[config.mk]
export PLATFORM = sky130hd
export DESIGN_NAME = accum_core
export DESIGN_NICKNAME = d
export VERILOG_FILES = /design/src/rtl/accum_pkg.sv /design/src/rtl/accum_ctrl.sv /design/src/rtl/accum_dp.sv /design/src/rtl/accum_core.sv
export SDC_FILE = /design/constraint.sdc
export NUM_CORES = 2
export LEC_CHECK = 0
export BUFFER_PORTS_ARGS = -buffer_cell sky130_fd_sc_hd__buf_2
export CAP_MARGIN = 20
export CORE_MARGIN = 2
export CORE_UTILIZATION = 55
export CTS_CLUSTER_DIAMETER = 50
export CTS_CLUSTER_SIZE = 24
export DETAILED_ROUTE_END_ITERATION = 16
export HOLD_SLACK_MARGIN = 0.05
export PLACE_DENSITY_LB_ADDON = 0.12
export SLEW_MARGIN = 20
export SYNTH_ARGS = -nofsm -noshare
export SYNTH_HDL_FRONTEND = slang
export SYNTH_SLANG_ARGS = --single-unit
[constraint.sdc]
create_clock -name clk -period 13.4 [get_ports clk]
set_clock_uncertainty 0.15 [all_clocks]
set_input_delay 2.68 -clock clk [delete_from_list [all_inputs] [get_ports clk]]
set_output_delay 2.68 -clock clk [all_outputs]
set_load 0.05 [all_outputs]
[src/rtl/accum_pkg.sv]
package accum_pkg;

  localparam int ADDR_W      = 24;
  localparam int WORD_W      = 32;
  localparam int BYTE_W      = 8;
  localparam int OPC_W       = 8;
  localparam int WORD_BYTES  = WORD_W / BYTE_W;
  localparam int INSTR_W     = OPC_W + ADDR_W;
  localparam int INSTR_BYTES = INSTR_W / BYTE_W;
  localparam int MAX_BYTES   = (WORD_BYTES > INSTR_BYTES) ? WORD_BYTES : INSTR_BYTES;
  localparam int SEL_W       = $clog2(MAX_BYTES);
  localparam int CNT_W       = SEL_W + 1;

  localparam logic [OPC_W-1:0] OP_LOAD  = 8'h01;
  localparam logic [OPC_W-1:0] OP_STORE = 8'h02;
  localparam logic [OPC_W-1:0] OP_ADD   = 8'h03;
  localparam logic [OPC_W-1:0] OP_SUB   = 8'h04;
  localparam logic [OPC_W-1:0] OP_MUL   = 8'h05;

  typedef enum logic [2:0] {
    ST_FETCH, ST_DECODE, ST_READ, ST_EXEC, ST_WRITE, ST_HALT
  } state_e;

  typedef enum logic [1:0] {
    ALU_PASS, ALU_ADD, ALU_SUB, ALU_MUL
  } alu_e;

  typedef struct packed {
    logic             useOperAddr;
    logic [SEL_W-1:0] byteSel;
    logic             capInstr;
    logic             capOper;
    logic             wrEn;
    logic             accLoad;
    alu_e             aluOp;
    logic             pcStep;
  } ctrl_s;

endpackage

[src/rtl/accum_ctrl.sv]
module accum_ctrl
  import accum_pkg::*;
(
  input  logic             clk,
  input  logic             rst,
  input  logic [OPC_W-1:0] opcode,
  output ctrl_s            ctl,
  output logic             halted
);

  state_e           state;
  logic [CNT_W-1:0] cnt;

  always_ff @(posedge clk) begin
    if (rst) begin
      state <= ST_FETCH;
      cnt   <= '0;
    end else begin
      case (state)
        ST_FETCH: begin
          if (cnt == CNT_W'(INSTR_BYTES)) begin
            state <= ST_DECODE;
            cnt   <= '0;
          end else begin
            cnt <= cnt + 1'b1;
          end
        end
        ST_DECODE: begin
          cnt <= '0;
          case (opcode)
            OP_LOAD, OP_ADD, OP_SUB, OP_MUL: state <= ST_READ;
            OP_STORE:                        state <= ST_WRITE;
            default:                         state <= ST_HALT;
          endcase
        end
        ST_READ: begin
          if (cnt == CNT_W'(WORD_BYTES)) begin
            state <= ST_EXEC;
            cnt   <= '0;
          end else begin
            cnt <= cnt + 1'b1;
          end
        end
        ST_EXEC: state <= ST_FETCH;
        ST_WRITE: begin
          if (cnt == CNT_W'(WORD_BYTES - 1)) begin
            state <= ST_FETCH;
            cnt   <= '0;
          end else begin
            cnt <= cnt + 1'b1;
          end
        end
        default: state <= ST_HALT;
      endcase
    end
  end

  always_comb begin
    ctl = '0;
    ctl.aluOp = ALU_PASS;
    case (state)
      ST_FETCH: begin
        ctl.byteSel  = cnt[SEL_W-1:0];
        ctl.capInstr = (cnt != '0);
      end
      ST_READ: begin
        ctl.useOperAddr = 1'b1;
        ctl.byteSel     = cnt[SEL_W-1:0];
        ctl.capOper     = (cnt != '0);
      end
      ST_EXEC: begin
        ctl.accLoad = 1'b1;
        ctl.pcStep  = 1'b1;
        case (opcode)
          OP_ADD:  ctl.aluOp = ALU_ADD;
          OP_SUB:  ctl.aluOp = ALU_SUB;
          OP_MUL:  ctl.aluOp = ALU_MUL;
          default: ctl.aluOp = ALU_PASS;
        endcase
      end
      ST_WRITE: begin
        ctl.useOperAddr = 1'b1;
        ctl.byteSel     = cnt[SEL_W-1:0];
        ctl.wrEn        = 1'b1;
        ctl.pcStep      = (cnt == CNT_W'(WORD_BYTES - 1));
      end
      default: ;
    endcase
  end

  assign halted = (state == ST_HALT);

  // once stopped, the core stays stopped until reset
  a_r9_halt_sticky: assert property (@(posedge clk) disable iff (rst)
    halted |=> halted);

  // no memory write while stopped
  a_r9_no_write_halted: assert property (@(posedge clk) disable iff (rst)
    halted |-> !ctl.wrEn);

  // at most one capture or write action per cycle
  a_r2_one_action: assert property (@(posedge clk) disable iff (rst)
    $onehot0({ctl.capInstr, ctl.capOper, ctl.wrEn, ctl.accLoad}));

  // a store is a contiguous burst, never a lone byte
  a_r4_write_burst: assert property (@(posedge clk) disable iff (rst)
    $rose(ctl.wrEn) |=> ctl.wrEn);

endmodule

[src/rtl/accum_dp.sv]
module accum_dp
  import accum_pkg::*;
(
  input  logic              clk,
  input  logic              rst,
  input  ctrl_s             ctl,
  input  logic [BYTE_W-1:0] memRdata,
  output logic [ADDR_W-1:0] memAddr,
  output logic [BYTE_W-1:0] memWdata,
  output logic              memWe,
  output logic [OPC_W-1:0]  opcode,
  output logic [WORD_W-1:0] acc
);

  logic [ADDR_W-1:0]  pc;
  logic [INSTR_W-1:0] instr;
  logic [WORD_W-1:0]  oper;
  logic [WORD_W-1:0]  aluRes;
  logic [ADDR_W-1:0]  operAddr;
  logic [ADDR_W-1:0]  baseAddr;

  assign operAddr = instr[ADDR_W-1:0];
  assign opcode   = instr[INSTR_W-1 -: OPC_W];
  assign baseAddr = ctl.useOperAddr ? operAddr : pc;
  assign memAddr  = baseAddr + ADDR_W'(ctl.byteSel);
  assign memWdata = acc[BYTE_W*(WORD_BYTES-1-int'(ctl.byteSel)) +: BYTE_W];
  assign memWe    = ctl.wrEn;

  always_comb begin
    case (ctl.aluOp)
      ALU_ADD: aluRes = acc + oper;
      ALU_SUB: aluRes = acc - oper;
      ALU_MUL: aluRes = acc * oper;
      default: aluRes = oper;
    endcase
  end

  always_ff @(posedge clk) begin
    if (rst) begin
      pc    <= '0;
      acc   <= '0;
      instr <= '0;
      oper  <= '0;
    end else begin
      if (ctl.capInstr) instr <= {instr[INSTR_W-BYTE_W-1:0], memRdata};
      if (ctl.capOper)  oper  <= {oper[WORD_W-BYTE_W-1:0], memRdata};
      if (ctl.accLoad)  acc   <= aluRes;
      if (ctl.pcStep)   pc    <= pc + ADDR_W'(INSTR_BYTES);
    end
  end

  // the program counter either holds or steps by one instruction
  a_r8_pc_step: assert property (@(posedge clk) disable iff (rst)
    1'b1 |=> (pc == $past(pc)) || (pc == $past(pc) + ADDR_W'(INSTR_BYTES)));

  // the accumulator changes only in an execute cycle
  a_r3_acc_hold: assert property (@(posedge clk) disable iff (rst)
    !ctl.accLoad |=> $stable(acc));

  // the instruction register is frozen outside fetch
  a_r2_instr_hold: assert property (@(posedge clk) disable iff (rst)
    !ctl.capInstr |=> $stable(instr));

endmodule

[src/rtl/accum_core.sv]
module accum_core
  import accum_pkg::*;
(
  input  logic              clk,
  input  logic              rst,
  output logic [ADDR_W-1:0] memAddr,
  input  logic [BYTE_W-1:0] memRdata,
  output logic [BYTE_W-1:0] memWdata,
  output logic              memWe,
  output logic              halted,
  output logic [WORD_W-1:0] accDbg
);

  ctrl_s            ctl;
  logic [OPC_W-1:0] opcode;

  accum_ctrl u_ctrl (
    .clk    (clk),
    .rst    (rst),
    .opcode (opcode),
    .ctl    (ctl),
    .halted (halted)
  );

  accum_dp u_dp (
    .clk      (clk),
    .rst      (rst),
    .ctl      (ctl),
    .memRdata (memRdata),
    .memAddr  (memAddr),
    .memWdata (memWdata),
    .memWe    (memWe),
    .opcode   (opcode),
    .acc      (accDbg)
  );

endmodule

==> reports/metrics.csv <==
stage,metric,value,unit
floorplanning,effective utilization at floorplan,55.8,%
layout,footprint of the multi-input gates,19900,µm²
global_route,via count of the first global-routing pass,21700,
placement,post-detail-place hpwl,57600,µm
power_and_ir_drop,switching part of the total power,36.7,%
yosys,sequential-to-total area share from yosys stat,10.1,%
global_route,first-pass GRT wire length,122000,µm
global_route,GRT Overall Usage,34.0,%
layout,area taken by flip-flops and latches,2480,µm²
route,Final Routed Wirelength,76400,µm
yosys,leading area contributor after synthesis,fa_1,
clock_network,cts-stage hold buffer count,0,
yosys,largest cells by area after synthesis,"fa_1, dfxtp_1, ha_1, and2_1, nand2_1",
route,count of nets left with antenna violations after detail routing,0,
route,count of unresolved DRC violations after routing,0,
critical_path,category of the worst setup path capture point,register,
flow_run,max-capacitance violation count,0,
floorplanning,overall die area,46600,µm²
layout,synth-to-layout area growth,5.62,%
critical_path,Critical Path Most Common Cell,fa_1,
yosys,synthesized instance count,2974,
power_and_ir_drop,LEAKAGE,12.0,nW
timing,Final Setup Violations,0,
critical_path,data arrival time of the critical path,8.06,ns
timing,slack of the critical path,5.47,ns
outcome,run status,finished clean,
yosys,async set-or-reset flop fraction in the synthesized netlist,0,%
clock_network,Clock Path Buffers,2,
layout,proportion of layout cells with a drive suffix above 1,6.57,%
yosys,primary flip-flop cell chosen by synthesis mapping,dfxtp_1,
route,Initial DRT Pass Iterations,6,
floorplanning,Core Region,44200,µm²
power_and_ir_drop,P_int,0.000741,W
timing,RSZ-0062 raised after global routing,false,
placement,final weighted congestion in routability-driven placement,0.955,
clock_network,PostCTS Resize Cnt,0,
layout,Final Cell Area,26100,µm²
worst_hold_path,Hold WC Path Type,reg2reg,
power_and_ir_drop,Flop pwr share,35.5,%
yosys,library cells used by synthesis,89,
critical_path,required time at the endpoint of the critical path,13.53,ns
layout,# diodes,0,
placement,post-place instance area,25500,µm²
route,number of violations reported at the end of detailed-routing iteration 0,1517,
yosys,number of enable flip-flop cells after synthesis,0,
clock_network,clock-pin slew reported for the worst setup and hold paths after clock tree synthesis,0.07,ns
power_and_ir_drop,Net Sw Power,0.000430,W
clock_network,TritonCTS Buffers,17,
critical_path,crit path max-delay cell type,dfxtp_1,
global_route,largest net degree at the start of global routing,65,
timing,number of failing hold endpoints at the final stage,0,
floorplanning,Die H,216,µm
yosys,post-synthesis sequential element count,124,
yosys,Synth Net Count,3560,
layout,final net count,3511,
timing,Final Max Tran Viols,0,
global_route,antenna violations before repair,3,
placement,buffers added on ports,75,
layout,fillers,3990,
yosys,synthesized area per cell,8.30,µm²
clock_network,clock tree root buffer cell,clkbuf_16,
yosys,number of warnings printed during yosys synthesis,0,
timing,fraction of the cycle the final worst path needs,59.2,%
timing,Total Neg Setup Slack,0,ns
timing,Max-slew headroom,28.5,%
yosys,portion of synthesized cell area occupied by the leading cell type,33.2,%
power_and_ir_drop,Cell Pwr Density,44.9,nW/µm²
timing,actual transition at the worst max-transition pin,1.07,ns
timing,minimum clock period after layout,7.93,ns
route,vias post-DR,20700,
critical_path,CP peak stage delay,0.80,ns
clock_network,Worst-Skew Late Latency,0.45,ns
clock_network,Sinks on Clock Net,124,
floorplanning,IO Count,76,
placement,worst setup slack after placement,5.61,ns
power_and_ir_drop,total power draw,0.00117,W
yosys,Post-Syn Area,24700,µm²
power_and_ir_drop,Combinational Power Share,23.4,%
power_and_ir_drop,part of the power in the clock network,41.1,%
critical_path,CP Class,reg2reg,
floorplanning,DIE WIDTH,216,µm
critical_path,highest fanout seen on the critical path,16,
global_route,grt ovf,0,
critical_path,list of cells traversed by the critical path,buf_4 > and2_1 > fa_1 > fa_1 > fa_1 > inv_1 > fa_1 > inv_1 > fa_1 > ha_1 > fa_1 > fa_1 > ha_1 > nand3_1 > nor2_1 > a2111oi_1 > a211oi_2 > o31ai_1 > a21oi_1 > or3_1 > a31oi_1 > a211oi_1,
clock_network,total number of H-tree levels,4,
route,routed via count divided by cell count,5.86,
clock_network,TritonCTS clock tree,done,
power_and_ir_drop,worst ir drop on vdd,0.123,mV
timing,highest attainable clock frequency,0.126,GHz
critical_path,kind of launch point of the worst setup path,register,
floorplanning,standard-cell rows,77,
clock_network,Post-CTS Setup Repair Bufs,0,
route,average wire length per cell after detail routing,21.6,µm
[final cells by class]
class | count | share of cell area, %
Inverter | 415 | 5.97
Clock inverter | 14 | 0.614
Sequential cell | 124 | 9.52
Clock buffer | 18 | 1.65
Multi-Input combinational cell | 2238 | 76.4
Tap cell | 592 | 2.84
Timing Repair Buffer | 129 | 3.05
[power groups by stage]
stage / combinational, W / sequential [W] / clock [W]
3_5_place_dp: 0.000268 / 0.000424 / 0
4_1_cts: 0.000269 / 0.000416 / 0.000482
3_3_place_gp: 0.000264 / 0.000423 / 0
2_1_floorplan: 0.000213 / 0.000409 / 0
5_1_grt: 0.000295 / 0.000419 / 0.000499
6_report: 0.000274 / 0.000416 / 0.000482
[placed cells by master, fill, tap and decap left out, types with 17 or more instances in the layout]
cell,n
nand2_1,454
nand2b_1,17
a21o_1,27
a211oi_1,23
ha_1,165
a21oi_1,166
nand3_1,43
buf_2,74
fa_1,410
nor3_1,33
xor2_1,49
xnor2_1,112
inv_1,413
o21ai_0,67
clkbuf_16,17
dfxtp_1,124
buf_4,54
mux2i_1,21
nor2_1,103
and2_1,310
[Yosys cell counts (11+ instances only)]
cell type and instances:
nand2_1 454, inv_1 413, fa_1 410, and2_1 310
clkbuf_1 186, a21oi_1 166, ha_1 166, dfxtp_1 124
xnor2_1 112, nor2_1 104, o21ai_0 67, xor2_1 49
nand3_1 43, nor3_1 33, a21o_1 27, a211oi_1 23
mux2i_1 21, nand2b_1 18, a31oi_1 16, nand3b_1 15
o21a_1 15, and3_1 14, o21bai_1 14, a221oi_1 12
or3_1 12, nand4_1 11, nor2b_1 11
[registers in the layout (all words and copies together) (netlist names)]
| signal | flops |
|---|---|
| u_dp.acc | 32 |
| u_dp.oper | 32 |
| u_ctrl.state | 3 |
| u_dp.pc | 22 |
| u_ctrl.cnt | 3 |
| u_dp.instr | 32 |
[worst max-delay path: cells and delay by family, from the launching register on]
family / cells / cell delay [ns]
DFF: 1 / 0.80
buffers and inverters: 3 / 0.46
and+or+nand+nor: 4 / 0.82
adders and majority gates: 9 / 3.91
AOI/OAI and AO/OA: 6 / 1.62
[cells by family (layout without fill, tap and decap cells)]
logic type	after synthesis	after routing	share of synthesized area [%]
compound gates	417	417	10.8
xor+xnor	165	165	6.00
fa+ha+maj	577	577	41.7
buf+inv	612	576	9.38
flops	124	124	10.1
mux	25	25	1.03
simple gates	1054	1054	21.0
[routing by layer]
layer / GRT usage (%) / up-vias / part of all wire, %
li1: - / 9229 / -
met1: 44.3 / 10300 / 41
met2: 55.3 / 984 / 46
met3: 6.27 / 219 / 8.6
met4: 14.8 / 4 / 5.0
met5: 0 / - / 0.038
[through the flow]
stage               util (%)  hold WS, ns  cells
floorplan                  -        0.281   2974
global placement        57.6        0.288   3497
detailed placement      57.6        0.292   3497
CTS                     58.9        0.300   3529
global route            59.0        0.323   3530
finish                  59.0        0.299   3530
[worst paths after layout]
| path | start | to | slack, ns | cells after the start |
|---|---|---|---|---|
| hold / removal | u_dp.instr[31] | u_dp.instr[31] | 0.30 | 2 |
| setup / recovery | u_dp.oper[11] | u_dp.acc[27] | 5.47 | 22 |
| setup reg to reg | u_dp.oper[11] | u_dp.acc[27] | 5.47 | 22 |
| hold reg to reg | u_dp.instr[31] | u_dp.instr[31] | 0.30 | 2 |
Power figures use the tool's default switching activity.
